$ cat config.mk
export PLATFORM = sky130hd
export DESIGN_NAME = sparse_xlat
export DESIGN_NICKNAME = d
export VERILOG_FILES = /design/src/rtl/sparse_xlat_pkg.sv /design/src/rtl/ext_addr_reg.sv /design/src/rtl/sparse_decode.sv /design/src/rtl/lane_insert.sv /design/src/rtl/lane_extract.sv /design/src/rtl/sparse_xlat.sv
export SDC_FILE = /design/constraint.sdc
export NUM_CORES = 1
export LEC_CHECK = 0
export ABC_AREA = 1
export CORE_ASPECT_RATIO = 1.1
export CORE_MARGIN = 4
export CORE_UTILIZATION = 48
export DETAILED_ROUTE_END_ITERATION = 8
export GPL_TIMING_DRIVEN = 1
export PLACE_DENSITY_LB_ADDON = 0.12
export SLEW_MARGIN = 20
export SYNTH_ARGS = -nofsm -noshare
export SYNTH_HDL_FRONTEND = slang
export SYNTH_SLANG_ARGS = --single-unit
export TNS_END_PERCENT = 50
$ cat constraint.sdc
create_clock -name clk -period 2.1 [get_ports clk]
set_input_delay 0.21 -clock clk [delete_from_list [all_inputs] [get_ports clk]]
set_output_delay 0.21 -clock clk [all_outputs]
set_load 0.05 [all_outputs]
$ cat src/rtl/sparse_xlat_pkg.sv
package sparse_xlat_pkg;

  typedef enum logic [1:0] {
    SZ_BYTE = 2'b00,
    SZ_WORD = 2'b01,
    SZ_BAD  = 2'b10,
    SZ_LONG = 2'b11
  } xfer_size_e;

  typedef enum logic [1:0] {
    ST_IDLE,
    ST_ISSUE,
    ST_WAIT,
    ST_RESP
  } xlat_state_e;

endpackage

$ cat src/rtl/ext_addr_reg.sv
module ext_addr_reg #(
  parameter int EXT_W = 3
) (
  input  logic             clk,
  input  logic             rst_n,
  input  logic             we,
  input  logic [EXT_W-1:0] wdata,
  output logic [EXT_W-1:0] q
);
  always_ff @(posedge clk or negedge rst_n) begin
    if (!rst_n)  q <= '0;
    else if (we) q <= wdata;
  end
endmodule

$ cat src/rtl/sparse_decode.sv
module sparse_decode
  import sparse_xlat_pkg::*;
#(
  parameter int LOW_AW = 26,
  parameter int SHIFT  = 5,
  parameter int LANES  = 4,
  localparam int PW    = $clog2(LANES),
  localparam int CODE_LSB = SHIFT - 2,
  localparam int IN_W  = LOW_AW + SHIFT - CODE_LSB
) (
  input  logic [IN_W-1:0]   offset,
  input  logic              quad,
  output logic [LOW_AW-1:0] low,
  output logic [PW-1:0]     pos,
  output xfer_size_e        size,
  output logic [LANES-1:0]  be_n,
  output logic              illegal
);
  logic [LANES-1:0] lane_on;

  assign low  = offset[IN_W-1 -: LOW_AW];
  assign size = xfer_size_e'(offset[1:0]);
  assign pos  = low[PW-1:0];

  always_comb begin
    case (size)
      SZ_BYTE: lane_on = LANES'(1) << pos;
      SZ_WORD: lane_on = LANES'(3) << pos;
      default: lane_on = '1;
    endcase
    be_n = ~lane_on;
  end

  assign illegal = (size == SZ_BAD)
                 || (size == SZ_WORD && pos == PW'(LANES - 1))
                 || (quad && size != SZ_LONG);
endmodule

$ cat src/rtl/lane_insert.sv
module lane_insert
  import sparse_xlat_pkg::*;
#(
  parameter int DW = 32,
  localparam int PW = $clog2(DW / 8)
) (
  input  logic [DW-1:0] din,
  input  xfer_size_e    size,
  input  logic [PW-1:0] pos,
  output logic [DW-1:0] dout
);
  logic [DW-1:0] keep;
  always_comb begin
    case (size)
      SZ_BYTE: keep = DW'(8'hFF);
      SZ_WORD: keep = DW'(16'hFFFF);
      default: keep = '1;
    endcase
    dout = (din & keep) << {pos, 3'b000};
  end
endmodule

$ cat src/rtl/lane_extract.sv
module lane_extract
  import sparse_xlat_pkg::*;
#(
  parameter int DW = 32,
  localparam int PW = $clog2(DW / 8)
) (
  input  logic [DW-1:0] din,
  input  xfer_size_e    size,
  input  logic [PW-1:0] pos,
  output logic [DW-1:0] dout
);
  logic [DW-1:0] keep;
  always_comb begin
    case (size)
      SZ_BYTE: keep = DW'(8'hFF);
      SZ_WORD: keep = DW'(16'hFFFF);
      default: keep = '1;
    endcase
    dout = (din >> {pos, 3'b000}) & keep;
  end
endmodule

$ cat src/rtl/sparse_xlat.sv
module sparse_xlat
  import sparse_xlat_pkg::*;
#(
  parameter int LOW_AW = 26,
  parameter int EXT_W  = 3,
  parameter int SHIFT  = 5,
  parameter int DW     = 32,
  localparam int LANES   = DW / 8,
  localparam int PW      = $clog2(LANES),
  localparam int HOST_AW = LOW_AW + SHIFT,
  localparam int CODE_LSB = SHIFT - 2,
  localparam int GAP_W   = DW - EXT_W - LOW_AW
) (
  input  logic               clk,
  input  logic               rst_n,
  input  logic               ext_we,
  input  logic [EXT_W-1:0]   ext_wdata,
  input  logic               req_valid,
  output logic               req_ready,
  input  logic [HOST_AW-1:0] req_addr,
  input  logic               req_io,
  input  logic               req_write,
  input  logic               req_quad,
  input  logic [2*DW-1:0]    req_wdata,
  output logic               req_err,
  output logic               txn_valid,
  input  logic               txn_ready,
  output logic [DW-1:0]      txn_addr,
  output logic [LANES-1:0]   txn_be_n,
  output logic               txn_write,
  output logic               txn_io,
  output logic [DW-1:0]      txn_wdata,
  input  logic               cpl_valid,
  input  logic [DW-1:0]      cpl_data,
  output logic               rsp_valid,
  input  logic               rsp_ready,
  output logic [2*DW-1:0]    rsp_data
);
  xlat_state_e      state;
  logic [EXT_W-1:0] ext_cur;

  logic [LOW_AW-1:0] dec_low;
  logic [PW-1:0]     dec_pos;
  xfer_size_e        dec_size;
  logic [LANES-1:0]  dec_be_n;
  logic              dec_illegal;
  logic [DW-1:0]     steered_wd;
  logic [DW-1:0]     extracted_rd;

  logic [LOW_AW-1:0] low_q;
  logic [EXT_W-1:0]  ext_q;
  logic [PW-1:0]     pos_q;
  xfer_size_e        size_q;
  logic [LANES-1:0]  be_q;
  logic              io_q, wr_q, quad_q, phase_q, err_q;
  logic [DW-1:0]     wd0_q, wd1_q, rd_lo_q, rd_hi_q;

  ext_addr_reg #(.EXT_W(EXT_W)) u_ext (
    .clk(clk), .rst_n(rst_n), .we(ext_we), .wdata(ext_wdata), .q(ext_cur)
  );

  sparse_decode #(.LOW_AW(LOW_AW), .SHIFT(SHIFT), .LANES(LANES)) u_dec (
    .offset (req_addr[HOST_AW-1:CODE_LSB]),
    .quad   (req_quad),
    .low    (dec_low),
    .pos    (dec_pos),
    .size   (dec_size),
    .be_n   (dec_be_n),
    .illegal(dec_illegal)
  );

  lane_insert #(.DW(DW)) u_ins (
    .din(req_wdata[DW-1:0]), .size(dec_size), .pos(dec_pos), .dout(steered_wd)
  );

  lane_extract #(.DW(DW)) u_ext_rd (
    .din(cpl_data), .size(size_q), .pos(pos_q), .dout(extracted_rd)
  );

  always_ff @(posedge clk or negedge rst_n) begin
    if (!rst_n) begin
      state   <= ST_IDLE;
      low_q   <= '0;
      ext_q   <= '0;
      pos_q   <= '0;
      size_q  <= SZ_BYTE;
      be_q    <= '1;
      io_q    <= 1'b0;
      wr_q    <= 1'b0;
      quad_q  <= 1'b0;
      phase_q <= 1'b0;
      err_q   <= 1'b0;
      wd0_q   <= '0;
      wd1_q   <= '0;
      rd_lo_q <= '0;
      rd_hi_q <= '0;
    end else begin
      err_q <= 1'b0;
      case (state)
        ST_IDLE: begin
          if (req_valid) begin
            if (dec_illegal) begin
              err_q <= 1'b1;
            end else begin
              low_q   <= dec_low;
              ext_q   <= ext_cur;
              pos_q   <= dec_pos;
              size_q  <= dec_size;
              be_q    <= dec_be_n;
              io_q    <= req_io;
              wr_q    <= req_write;
              quad_q  <= req_quad;
              phase_q <= 1'b0;
              wd0_q   <= steered_wd;
              wd1_q   <= req_wdata[2*DW-1:DW];
              rd_lo_q <= '0;
              rd_hi_q <= '0;
              state   <= ST_ISSUE;
            end
          end
        end
        ST_ISSUE: begin
          if (txn_ready) begin
            if (!wr_q) begin
              state <= ST_WAIT;
            end else if (quad_q && !phase_q) begin
              phase_q <= 1'b1;
              low_q   <= low_q + LOW_AW'(LANES);
            end else begin
              state <= ST_IDLE;
            end
          end
        end
        ST_WAIT: begin
          if (cpl_valid) begin
            if (!phase_q) rd_lo_q <= extracted_rd;
            else          rd_hi_q <= cpl_data;
            if (quad_q && !phase_q) begin
              phase_q <= 1'b1;
              low_q   <= low_q + LOW_AW'(LANES);
              state   <= ST_ISSUE;
            end else begin
              state <= ST_RESP;
            end
          end
        end
        ST_RESP: begin
          if (rsp_ready) state <= ST_IDLE;
        end
        default: state <= ST_IDLE;
      endcase
    end
  end

  assign req_ready = (state == ST_IDLE);
  assign req_err   = err_q;
  assign txn_valid = (state == ST_ISSUE);
  assign txn_addr  = io_q ? {{(DW-LOW_AW){1'b0}}, low_q}
                          : {ext_q, {GAP_W{1'b0}}, low_q};
  assign txn_be_n  = be_q;
  assign txn_write = wr_q;
  assign txn_io    = io_q;
  assign txn_wdata = phase_q ? wd1_q : wd0_q;
  assign rsp_valid = (state == ST_RESP);
  assign rsp_data  = {rd_hi_q, rd_lo_q};
endmodule

After elaboration in Yosys (flattened, before gate mapping)

Index checks and enable logic that the tools add are counted.
W data, S select, Z words.

Bits in registers: 175
Bits in latches: 0
Memories: 0
ROM bits: 0
Memory bits (writable): 0
Word-level logic and storage cells: 97
Input port bits: 140

Eq/ne operators: 17
Bitwise logic cells: 4
Add/subtract/negate cells: 1
Muxes and demuxes: 39
$lt $le $gt $ge: 0
Div/mod/pow operators: 0
$mul: 0
Shift-type cells: 4
Reductions and logical operators: 16

Operator list:

| kind                    | number |
|---|---|
| $mux W32                | 8 |
| $pmux W32 S2            | 4 |
| $mux W26                | 6 |
| $pmux W26 S3            | 1 |
| $and A32 B32 Y32        | 2 |
| $shl A32 B5 Y32         | 1 |
| $shr A32 B5 Y32         | 1 |
| $add A26 B3 Y26 const B | 1 |
| $mux W2                 | 8 |
| $ne A2 B2 Y1 const B    | 6 |
| $reduce_and A6 Y1       | 2 |
| $reduce_and A5 Y1       | 2 |
| $mux W1                 | 9 |
| $eq A2 B2 Y1 const B    | 4 |
| $pmux W2 S4             | 1 |
| $pmux W4 S2             | 1 |
| $eq A2 B1 Y1 const B    | 3 |
| $logic_not A2 Y1        | 3 |
| $ne A2 B1 Y1 const B    | 3 |
| $not A4 Y4              | 1 |
| $shl A1 B2 Y4 const A   | 1 |
| $shl A2 B2 Y4 const A   | 1 |
| $logic_and A1 B1 Y1     | 3 |
| $ne A3 B3 Y1 const B    | 1 |
| 7 further kinds         | 8 |

Longest topological paths before layout

Gate-level depths: netlist of run 1.

Depth in word-level cells: 7
Gate-level depth with buffers: 12
Depth with buffers taken out: 11

By module

From an unflattened synthesis of run 1, not the netlist that was laid out.

Cells, all modules: 1320
Area total of the unflattened synthesis: 10143.5 um2

By module, submodules not included:

| module        | instances | cells each | area an instance (um2) | sequential area each (um2) |
|---|---|---|---|---|
| sparse_xlat   | 1         | 912        | 8180.3                 | 4309.1 |
| lane_extract  | 1         | 191        | 844.6                  | 0.0 |
| lane_insert   | 1         | 159        | 711.9                  | 0.0 |
| sparse_decode | 1         | 45         | 294.0                  | 0.0 |
| ext_addr_reg  | 1         | 13         | 112.6                  | 75.1 |

Least setup slack after synthesis of run 1

Ideal clock, no wire load.

Kind: reg-to-reg
Start: reg state[0]
End: reg wd1_q[16]
Buffers on the path: 2
Setup time: 116 ps
Stages on the path, launching flop included: 10
Setup slack: -37 ps
Arrival: 2020 ps
Required time: 1984 ps
Cells stage by stage: dfrtp_1 > inv_1 > ha_1 > nand2_1 > nor2_4 > inv_2 > buf_2 > buf_2 > nand2_1 > nand2_1

Cells in the longest elaborated chain, start to end: 2

RTL lines:

| what                               | RTL line           | text |
|---|---|---|
| start, declared                    | sparse_xlat.sv:39  | `xlat_state_e state;` |
| start signal, assigned             | sparse_xlat.sv:82  | `state <= ST_IDLE;` |
| start signal, assigned             | sparse_xlat.sv:118 | `state <= ST_ISSUE;` |
| start signal, assigned             | sparse_xlat.sv:125 | `state <= ST_WAIT;` |
| $logic_not A2 Y1                   | n/a                |  |
| via req_ready                      | sparse_xlat.sv:19  | `output logic req_ready,` |
| $reduce_and A3 Y1 (no source line) | n/a                |  |
| end signal, assigned               | sparse_xlat.sv:115 | `wd1_q <= req_wdata[2*DW-1:DW];` |
| end, declared                      | sparse_xlat.sv:56  | `logic [DW-1:0] wd0_q, wd1_q, rd_lo_q, rd_hi_q;` |

The timed path passes the listed nets, and every way through them passes these cells.
A chain may end at the register's enable or synchronous reset.

Final worst setup path of run 1

Start: reg be_q[0] (netlist: txn_be_n[0])
End: out txn_be_n[0]

RTL lines:

| what                   | RTL line           | text |
|---|---|---|
| start, declared        | sparse_xlat.sv:54  | `logic [LANES-1:0] be_q;` |
| start signal, assigned | sparse_xlat.sv:109 | `be_q <= dec_be_n;` |
| end, declared          | sparse_xlat.sv:29  | `output logic [LANES-1:0] txn_be_n,` |

No word-level cell between the ends.

==> results of run 1 <==
## per-layer routing
layer,global-route usage,vias up,share of wire
li1,-,4570,-
met1,0.337,4278,0.41
met2,0.423,323,0.49
met3,0.0547,62,0.068
met4,0.101,2,0.034
met5,0,-,0.00046
## cells in the mapped netlist (4+ instances only)
cell type	n	area [sq um]
sky130_fd_sc_hd__nand2_1	533	2000
sky130_fd_sc_hd__dfrtp_1	171	4280
sky130_fd_sc_hd__o21ai_2	10	87.6
sky130_fd_sc_hd__inv_1	96	360
sky130_fd_sc_hd__dfstp_2	4	105
sky130_fd_sc_hd__nand3_1	84	420
sky130_fd_sc_hd__clkbuf_1	34	128
sky130_fd_sc_hd__ha_1	7	87.6
sky130_fd_sc_hd__a21oi_1	20	100
sky130_fd_sc_hd__o21ai_0	142	711
sky130_fd_sc_hd__o22ai_1	8	50.1
sky130_fd_sc_hd__o21ai_1	7	35.0
sky130_fd_sc_hd__nor2_1	79	297
sky130_fd_sc_hd__buf_2	22	110
sky130_fd_sc_hd__o211ai_1	8	60.1
sky130_fd_sc_hd__nand4_1	7	43.8
sky130_fd_sc_hd__buf_6	9	101
## power breakdown
part | switching, mW | internal [mW]
logic | 7.21 | 4.09
registers | 0.850 | 4.60
clock network | 1.50 | 1.74
total | 9.56 | 10.4
## stage by stage
stage	hold slack (ns)	worst slack [ns]	util	total power [mW]
floorplan	-0.0856	0.0625	-	12.4
finish	0.250	0.109	0.698	20.0
global route	0.269	0.0117	0.698	21.2
detailed placement	0.144	0.122	0.666	16.8
global placement	0.139	0.114	0.666	16.7
CTS	0.260	0.0893	0.698	20.1
## sequential cells by signal, indices dropped and copies added, names as in the netlist
name       count
state          2
txn_write      1
req_err        1
pos_q          2
u_ext.q        3
txn_be_n       4
ext_q          3
txn_io         1
wd0_q         32
size_q         2
wd1_q         32
phase_q        1
quad_q         1
rd_lo_q       32
rd_hi_q       32
low_q         26
## layout by cell type, fill, tap and decap left out, types with 3 or more instances in the layout
cell	instances
sky130_fd_sc_hd__nand2_1	533
sky130_fd_sc_hd__clkdlybuf4s50_1	235
sky130_fd_sc_hd__dfrtp_1	171
sky130_fd_sc_hd__o21ai_0	142
sky130_fd_sc_hd__inv_1	96
sky130_fd_sc_hd__nand3_1	83
sky130_fd_sc_hd__nor2_1	79
sky130_fd_sc_hd__buf_12	44
sky130_fd_sc_hd__buf_4	26
sky130_fd_sc_hd__a21oi_1	20
sky130_fd_sc_hd__clkbuf_16	17
sky130_fd_sc_hd__o21ai_2	10
sky130_fd_sc_hd__o22ai_1	8
sky130_fd_sc_hd__o211ai_1	8
sky130_fd_sc_hd__nand4_1	7
sky130_fd_sc_hd__o21ai_1	7
sky130_fd_sc_hd__ha_1	6
sky130_fd_sc_hd__inv_6	6
sky130_fd_sc_hd__dfstp_2	4
sky130_fd_sc_hd__nand3b_1	3
sky130_fd_sc_hd__or2_2	3
sky130_fd_sc_hd__xor2_1	3
sky130_fd_sc_hd__clkinv_1	3
sky130_fd_sc_hd__mux2_2	3
sky130_fd_sc_hd__o21bai_1	3
sky130_fd_sc_hd__nor2_2	3
sky130_fd_sc_hd__nand2_2	3
sky130_fd_sc_hd__conb_1	3
sky130_fd_sc_hd__clkinv_8	3
## cell families after synthesis
group	count (synthesis)	share of synthesized area
other	1	0.000404
muxes	3	0.00364
and+or+nand+nor	720	0.311
AOI/OAI and AO/OA	202	0.120
xor gates and xnor gates	3	0.00283
buffers and inverters	171	0.0807
DFF	175	0.473
adders and majority gates	7	0.00945
## final cells by class
class                           count  share of cell area
Clock inverter                     14              0.0127
Clock buffer                       18              0.0330
Tap cell                          247              0.0232
Timing Repair Buffer              308               0.260
Inverter                          101              0.0285
Multi-Input combinational cell    938               0.313
Sequential cell                   175               0.330
## how the worst max path moves through the flow
stage | startpoint | to | cells after the start
after floorplan | phase_q$_DFFE_PN0P_ | txn_wdata[15] | 4
after global placement | req_addr[4] | wd0_q[24]$_DFFE_PN0P_ | 7
after detailed placement | req_addr[4] | wd0_q[20]$_DFFE_PN0P_ | 9
after CTS | txn_be_n[0]$_DFFE_PN1P_ | txn_be_n[0] | 1
after global routing | txn_io$_DFFE_PN0P_ | txn_addr[30] | 2
final | txn_be_n[0]$_DFFE_PN1P_ | txn_be_n[0] | 1
## timing repair
action                     in CTS  in global routing
hold endpoints to repair       35                  0
gates resized for setup         1                  0
hold buffers                    1                  0
setup endpoints to repair       1                  0
==> flow_results.xml, run 1 <==
<?xml version="1.0" encoding="UTF-8"?>
<metrics>
  <group name="run_status">
    <metric name="status" unit="">finished, final reports clean</metric>
  </group>
  <group name="global_route">
    <metric name="grt_pass1_vias" unit="">8851</metric>
    <metric name="grt_start_max_net_pins" unit="">59</metric>
    <metric name="global_route.usage.total" unit="">0.259</metric>
    <metric name="grt_overflow" unit="">0</metric>
    <metric name="antenna_violations_before_repair" unit="">1</metric>
    <metric name="grt_pass1_wl" unit="microns">45300</metric>
  </group>
  <group name="timing">
    <metric name="worst_pin_slew" unit="ns">0.584</metric>
    <metric name="post-route-min-period" unit="ns">1.99</metric>
    <metric name="setup_total_negative_slack" unit="ns">0</metric>
    <metric name="report.final.slew_viol_count" unit="">0</metric>
    <metric name="highest_achievable_clock_rate" unit="MHz">502</metric>
    <metric name="finalClockSkew" unit="ns">0.0161</metric>
    <metric name="final_period_util" unit="">0.948</metric>
    <metric name="rsz_0062_raised_after_global_routing" unit="">false</metric>
    <metric name="setup_viol" unit="">0</metric>
    <metric name="report.final.hold_viol_count" unit="">0</metric>
    <metric name="timing.max_slew.rel_slack" unit="">0.610</metric>
  </group>
  <group name="layout">
    <metric name="finalNonFillerCells" unit="">1801</metric>
    <metric name="synthToLayoutAreaGrowth" unit="%">43.4</metric>
    <metric name="insertedDiodeCount" unit="">0</metric>
    <metric name="final_cell_area" unit="sq um">13300</metric>
    <metric name="ff_latch_area" unit="sq um">4380</metric>
    <metric name="drive_above_1_share" unit="">0.0882</metric>
    <metric name="final.fill_count" unit="">1574</metric>
    <metric name="final_nets" unit="">1688</metric>
    <metric name="multiInputGateArea" unit="sq um">4150</metric>
  </group>
  <group name="setup_path">
    <metric name="required_time_worst_endpoint" unit="ns">1.89</metric>
    <metric name="worstPathCellList" unit="">clkdlybuf4s50_1</metric>
    <metric name="rr_endpoint" unit="">rd_lo_q[16]$_DFFE_PN0P_</metric>
    <metric name="critical_path.startpoint_type" unit="">flip-flop</metric>
    <metric name="timing.reg2reg.setup_slack" unit="ns">0.27</metric>
    <metric name="worst_r2r_path_depth" unit="">7</metric>
    <metric name="worstPathMaxFanout" unit="">2</metric>
    <metric name="cp.buffers_inverters" unit="">1</metric>
    <metric name="worst_path_dominant_cell_family" unit="">buffers and inverters</metric>
    <metric name="cp-end-kind" unit="">output port</metric>
    <metric name="path_class" unit="">flip-flop to output port</metric>
    <metric name="slowest_stage_cell_on_the_critical_path" unit="">sky130_fd_sc_hd__clkdlybuf4s50_1</metric>
    <metric name="slowest_cell_delay_on_critical_path" unit="ns">0.83</metric>
    <metric name="worstPathArrival" unit="ns">1.78</metric>
    <metric name="timing.rr.start" unit="">state[0]$_DFFE_PN0P_</metric>
  </group>
  <group name="synthesis">
    <metric name="synth_async_sr_flop_share" unit="">1.00</metric>
    <metric name="postSynth.topFlopCell" unit="">sky130_fd_sc_hd__dfrtp_1</metric>
    <metric name="synth-seq-area-share" unit="">0.473</metric>
    <metric name="synth_edf_count" unit="">0</metric>
    <metric name="postSynthCellCount" unit="">1282</metric>
    <metric name="total_of_warnings_raised_by_yosys" unit="">0</metric>
    <metric name="synthesis.area_per_instance" unit="sq um">7.23</metric>
    <metric name="post_synth_instance_area" unit="sq um">9270</metric>
    <metric name="netlist-cell-type-count" unit="">35</metric>
    <metric name="ys_ff_latch" unit="">175</metric>
  </group>
  <group name="clocking">
    <metric name="ctsHtreeMaxLevel" unit="">4</metric>
    <metric name="clk_path_buf_depth" unit="">2</metric>
    <metric name="clkLatencyLatePin" unit="ns">0.43</metric>
    <metric name="post-cts-setup-buffer-count" unit="">0</metric>
    <metric name="clock_sinks" unit="">175</metric>
    <metric name="tritoncts_buffer_count" unit="">17</metric>
    <metric name="clock-root-buffer" unit="">sky130_fd_sc_hd__clkbuf_16</metric>
    <metric name="tritoncts" unit="">yes</metric>
    <metric name="clk_pin_slew_worst_paths" unit="ns">0.07</metric>
  </group>
  <group name="floorplanning">
    <metric name="rows" unit="">53</metric>
    <metric name="initial_utilization" unit="">0.487</metric>
    <metric name="die_height" unit="microns">154</metric>
    <metric name="design.portCount" unit="">278</metric>
    <metric name="die_x" unit="microns">141</metric>
    <metric name="die_area" unit="sq um">21600</metric>
    <metric name="fp.coreArea" unit="sq um">19000</metric>
  </group>
  <group name="routing">
    <metric name="wl_per_cell" unit="microns">15.6</metric>
    <metric name="drt_first_iter_violations" unit="">687</metric>
    <metric name="vias_per_cell" unit="">5.13</metric>
    <metric name="drt-pass1-iter-count" unit="">5</metric>
    <metric name="routed_wl" unit="microns">28000</metric>
    <metric name="detailroute.via_count" unit="">9235</metric>
    <metric name="postRouteAntennaNets" unit="">0</metric>
    <metric name="route.detailed.drc" unit="">0</metric>
  </group>
  <group name="placed_design">
    <metric name="gpl.final_weighted_congestion" unit="">0.867</metric>
    <metric name="numPortBuffers" unit="">271</metric>
    <metric name="dp_hpwl" unit="microns">20700</metric>
    <metric name="post_dp_cell_area" unit="sq um">12700</metric>
    <metric name="dp_cells" unit="">1768</metric>
  </group>
  <group name="power_and_ir_drop">
    <metric name="p_leak" unit="nW">6.28</metric>
    <metric name="vdd_drop_max" unit="mV">0.862</metric>
    <metric name="power.density" unit="nW/um^2">1500</metric>
  </group>
  <group name="job">
    <metric name="max-cap-violations" unit="">0</metric>
  </group>
  <group name="min_path">
    <metric name="worstHoldPathType" unit="">input pin to asynchronous set/reset pin</metric>
  </group>
</metrics>
(Power assumes the default switching activity.)
==> inputs of run 2 (changes only) <==
--- a/config.mk
+++ b/config.mk
@@ -6,7 +6,6 @@
 export NUM_CORES = 1
 export LEC_CHECK = 0
 export ABC_AREA = 1
-export CORE_ASPECT_RATIO = 1.1
 export CORE_MARGIN = 4
 export CORE_UTILIZATION = 48
 export DETAILED_ROUTE_END_ITERATION = 8
==> run 2 against run 1 <==
- largest power group unchanged
- count of clock-buffer cells in the layout is 1 lower
- critical path type unchanged
- critical endpoint is now txn_addr[30]
- routed wire length increased by 0.15%
- worst hold slack better by 0.018 ns
- total power decreased by 0.46%
- first-iteration DRC count is 19% lower
==> flow_results.xml, run 2 (synthesized netlist as in run 1, its figures left out) <==
<?xml version="1.0" encoding="UTF-8"?>
<metrics>
  <group name="clocking">
    <metric name="tritoncts" unit="">yes</metric>
    <metric name="ctsHtreeMaxLevel" unit="">4</metric>
    <metric name="clkLatencyLatePin" unit="ns">0.43</metric>
    <metric name="clock_sinks" unit="">175</metric>
    <metric name="clk_path_buf_depth" unit="">2</metric>
    <metric name="tritoncts_buffer_count" unit="">17</metric>
    <metric name="clock-root-buffer" unit="">sky130_fd_sc_hd__clkbuf_16</metric>
    <metric name="clk_pin_slew_worst_paths" unit="ns">0.07</metric>
  </group>
  <group name="setup_path">
    <metric name="worstPathMaxFanout" unit="">5</metric>
    <metric name="slowest_stage_cell_on_the_critical_path" unit="">sky130_fd_sc_hd__clkdlybuf4s50_1</metric>
    <metric name="timing.critical_path.to" unit="">txn_addr[30]</metric>
    <metric name="worstPathCellList" unit="">nor2_1, clkdlybuf4s50_1</metric>
    <metric name="slowest_cell_delay_on_critical_path" unit="ns">0.81</metric>
    <metric name="rr_endpoint" unit="">txn_be_n[3]$_DFFE_PN1P_</metric>
    <metric name="timing.reg2reg.setup_slack" unit="ns">0.21</metric>
    <metric name="timing.rr.start" unit="">state[1]$_DFFE_PN0P_</metric>
    <metric name="cp-end-kind" unit="">output port</metric>
    <metric name="worstPathArrival" unit="ns">1.80</metric>
    <metric name="cp.buffers_inverters" unit="">1</metric>
    <metric name="path_class" unit="">flip-flop to output port</metric>
    <metric name="required_time_worst_endpoint" unit="ns">1.89</metric>
    <metric name="worst_r2r_path_depth" unit="">7</metric>
    <metric name="worst_path_dominant_cell_family" unit="">buffers and inverters</metric>
    <metric name="critical_path.startpoint_type" unit="">flip-flop</metric>
    <metric name="worstSetupStartpoint" unit="">txn_io$_DFFE_PN0P_</metric>
    <metric name="cell_depth_of_the_worst_setup_path" unit="">2</metric>
  </group>
  <group name="global_route">
    <metric name="antenna_violations_before_repair" unit="">2</metric>
    <metric name="global_route.usage.total" unit="">0.259</metric>
    <metric name="grt_pass1_wl" unit="microns">45200</metric>
    <metric name="grt_pass1_vias" unit="">8842</metric>
    <metric name="grt_overflow" unit="">0</metric>
    <metric name="grt_start_max_net_pins" unit="">58</metric>
  </group>
  <group name="routing">
    <metric name="vias_per_cell" unit="">5.10</metric>
    <metric name="drt-pass1-iter-count" unit="">6</metric>
    <metric name="routed_wl" unit="microns">28100</metric>
    <metric name="postRouteAntennaNets" unit="">0</metric>
    <metric name="drt_first_iter_violations" unit="">559</metric>
    <metric name="route.detailed.drc" unit="">0</metric>
    <metric name="wl_per_cell" unit="microns">15.5</metric>
    <metric name="detailroute.via_count" unit="">9248</metric>
  </group>
  <group name="layout">
    <metric name="layout.cells.most_common" unit="">sky130_fd_sc_hd__nand2_1</metric>
    <metric name="final_util" unit="">0.705</metric>
    <metric name="final_cell_area" unit="sq um">13300</metric>
    <metric name="finalNonFillerCells" unit="">1813</metric>
    <metric name="drive_above_1_share" unit="">0.0870</metric>
    <metric name="synthToLayoutAreaGrowth" unit="%">43.2</metric>
    <metric name="commonest_non_fill_non_tap_cells_in_the_layout" unit="">533 x sky130_fd_sc_hd__nand2_1, 234 x sky130_fd_sc_hd__clkdlybuf4s50_1, 171 x sky130_fd_sc_hd__dfrtp_1</metric>
    <metric name="final_nets" unit="">1686</metric>
    <metric name="final.fill_count" unit="">1597</metric>
  </group>
  <group name="timing">
    <metric name="setup_total_negative_slack" unit="ns">0</metric>
    <metric name="finalClockSkew" unit="ns">0.0221</metric>
    <metric name="timing.max_slew.rel_slack" unit="">0.616</metric>
    <metric name="final_period_util" unit="">0.956</metric>
    <metric name="report.final.hold_viol_count" unit="">0</metric>
    <metric name="post-route-min-period" unit="ns">2.01</metric>
    <metric name="report.final.slew_viol_count" unit="">0</metric>
    <metric name="rsz_0062_raised_after_global_routing" unit="">false</metric>
    <metric name="highest_achievable_clock_rate" unit="MHz">498</metric>
    <metric name="setup_viol" unit="">0</metric>
    <metric name="worst_pin_slew" unit="ns">0.574</metric>
  </group>
  <group name="power_and_ir_drop">
    <metric name="power_report.internal_total" unit="mW">10.3</metric>
    <metric name="power_switching" unit="mW">9.62</metric>
    <metric name="power.density" unit="nW/um^2">1500</metric>
    <metric name="share_seq_of_total_power" unit="">0.274</metric>
    <metric name="total_design_power" unit="mW">19.9</metric>
    <metric name="clkPwrFrac" unit="">0.158</metric>
    <metric name="swShare" unit="">0.483</metric>
    <metric name="p_leak" unit="nW">6.28</metric>
    <metric name="vdd_drop_max" unit="mV">0.866</metric>
    <metric name="logic_pwr_share" unit="">0.568</metric>
  </group>
  <group name="run_status">
    <metric name="status" unit="">finished, final reports clean</metric>
  </group>
  <group name="placed_design">
    <metric name="post_dp_cell_area" unit="sq um">12700</metric>
    <metric name="dp_hpwl" unit="microns">20800</metric>
    <metric name="numPortBuffers" unit="">271</metric>
    <metric name="gpl.final_weighted_congestion" unit="">0.905</metric>
    <metric name="dp_cells" unit="">1779</metric>
  </group>
  <group name="floorplanning">
    <metric name="design.portCount" unit="">278</metric>
    <metric name="rows" unit="">50</metric>
    <metric name="fp.coreArea" unit="sq um">18800</metric>
    <metric name="die_area" unit="sq um">21600</metric>
    <metric name="initial_utilization" unit="">0.492</metric>
    <metric name="die_x" unit="microns">147</metric>
    <metric name="die_height" unit="microns">147</metric>
  </group>
  <group name="job">
    <metric name="max-cap-violations" unit="">0</metric>
  </group>
  <group name="min_path">
    <metric name="worstHoldPathType" unit="">input pin to asynchronous set/reset pin</metric>
  </group>
</metrics>
-- run 2: worst reg2reg max path: cells and delay by family (launching register included) --
family,cells,cell delay (ns)
buffers and inverters,2,0.36
and+or+nand+nor,3,0.52
DFF,1,0.43
AOI/OAI and AO/OA,1,0.20
adders and majority gates,1,0.31
-- run 2: layer usage --
metal  vias up  wire [microns]  global-route usage
li1       4566               -                   -
met1      4264           11500               0.336
met2       365           13500               0.421
met3        51            2230              0.0657
met4         2             814              0.0941
met5         -              13                   0
-- run 2: cell type report --
type / instances / area [sq um] / share of cell area
Timing Repair Buffer: 306 / 3430 / 0.259
Clock buffer: 17 / 425 / 0.0320
Multi-Input combinational cell: 938 / 4150 / 0.313
Sequential cell: 175 / 4380 / 0.330
Clock inverter: 15 / 175 / 0.0132
Tap cell: 260 / 325 / 0.0245
Antenna cell: 1 / 2.50 / 0.000188
Inverter: 101 / 379 / 0.0285
-- run 2: stage by stage --
stage                     hold slack (ns)  worst slack [ns]
final                               0.268            0.0917
after global placement              0.157             0.152
after CTS                           0.262            0.0348
after detailed placement            0.159             0.104
after floorplan                   -0.0856            0.0625
after global routing                0.286            0.0182
-- run 2: how the worst min path moves through the flow --
stage | endpoint | slack (ns) | start
final | rd_hi_q[26]$_DFFE_PN0P_ | 0.27 | rst_n
after global routing | rd_hi_q[26]$_DFFE_PN0P_ | 0.29 | rst_n
after CTS | rd_hi_q[26]$_DFFE_PN0P_ | 0.26 | rst_n
after detailed placement | rd_hi_q[26]$_DFFE_PN0P_ | 0.16 | rst_n
after global placement | rd_hi_q[26]$_DFFE_PN0P_ | 0.16 | rst_n
after floorplan | ext_q[0]$_DFFE_PN0P_ | -0.09 | rst_n
-- run 2: timing repair --
action / in CTS / in global routing
pin swaps: 0 / 0
endpoints found under the setup margin: 1 / 1
endpoints found under the hold margin: 34 / 0
setup buffers: 0 / 0
cloned: 0 / 0
resized for setup: 1 / 1
hold buffers: 1 / 0
-- run 2: power by group through the flow --
stage / Clock [mW] / Combinational [mW] / Sequential (mW)
floorplan: 0 / 5.22 / 7.16
global placement: 0 / 11.2 / 5.44
detailed placement: 0 / 11.3 / 5.49
CTS: 3.20 / 11.4 / 5.44
global route: 3.35 / 12.2 / 5.61
finish: 3.14 / 11.3 / 5.45
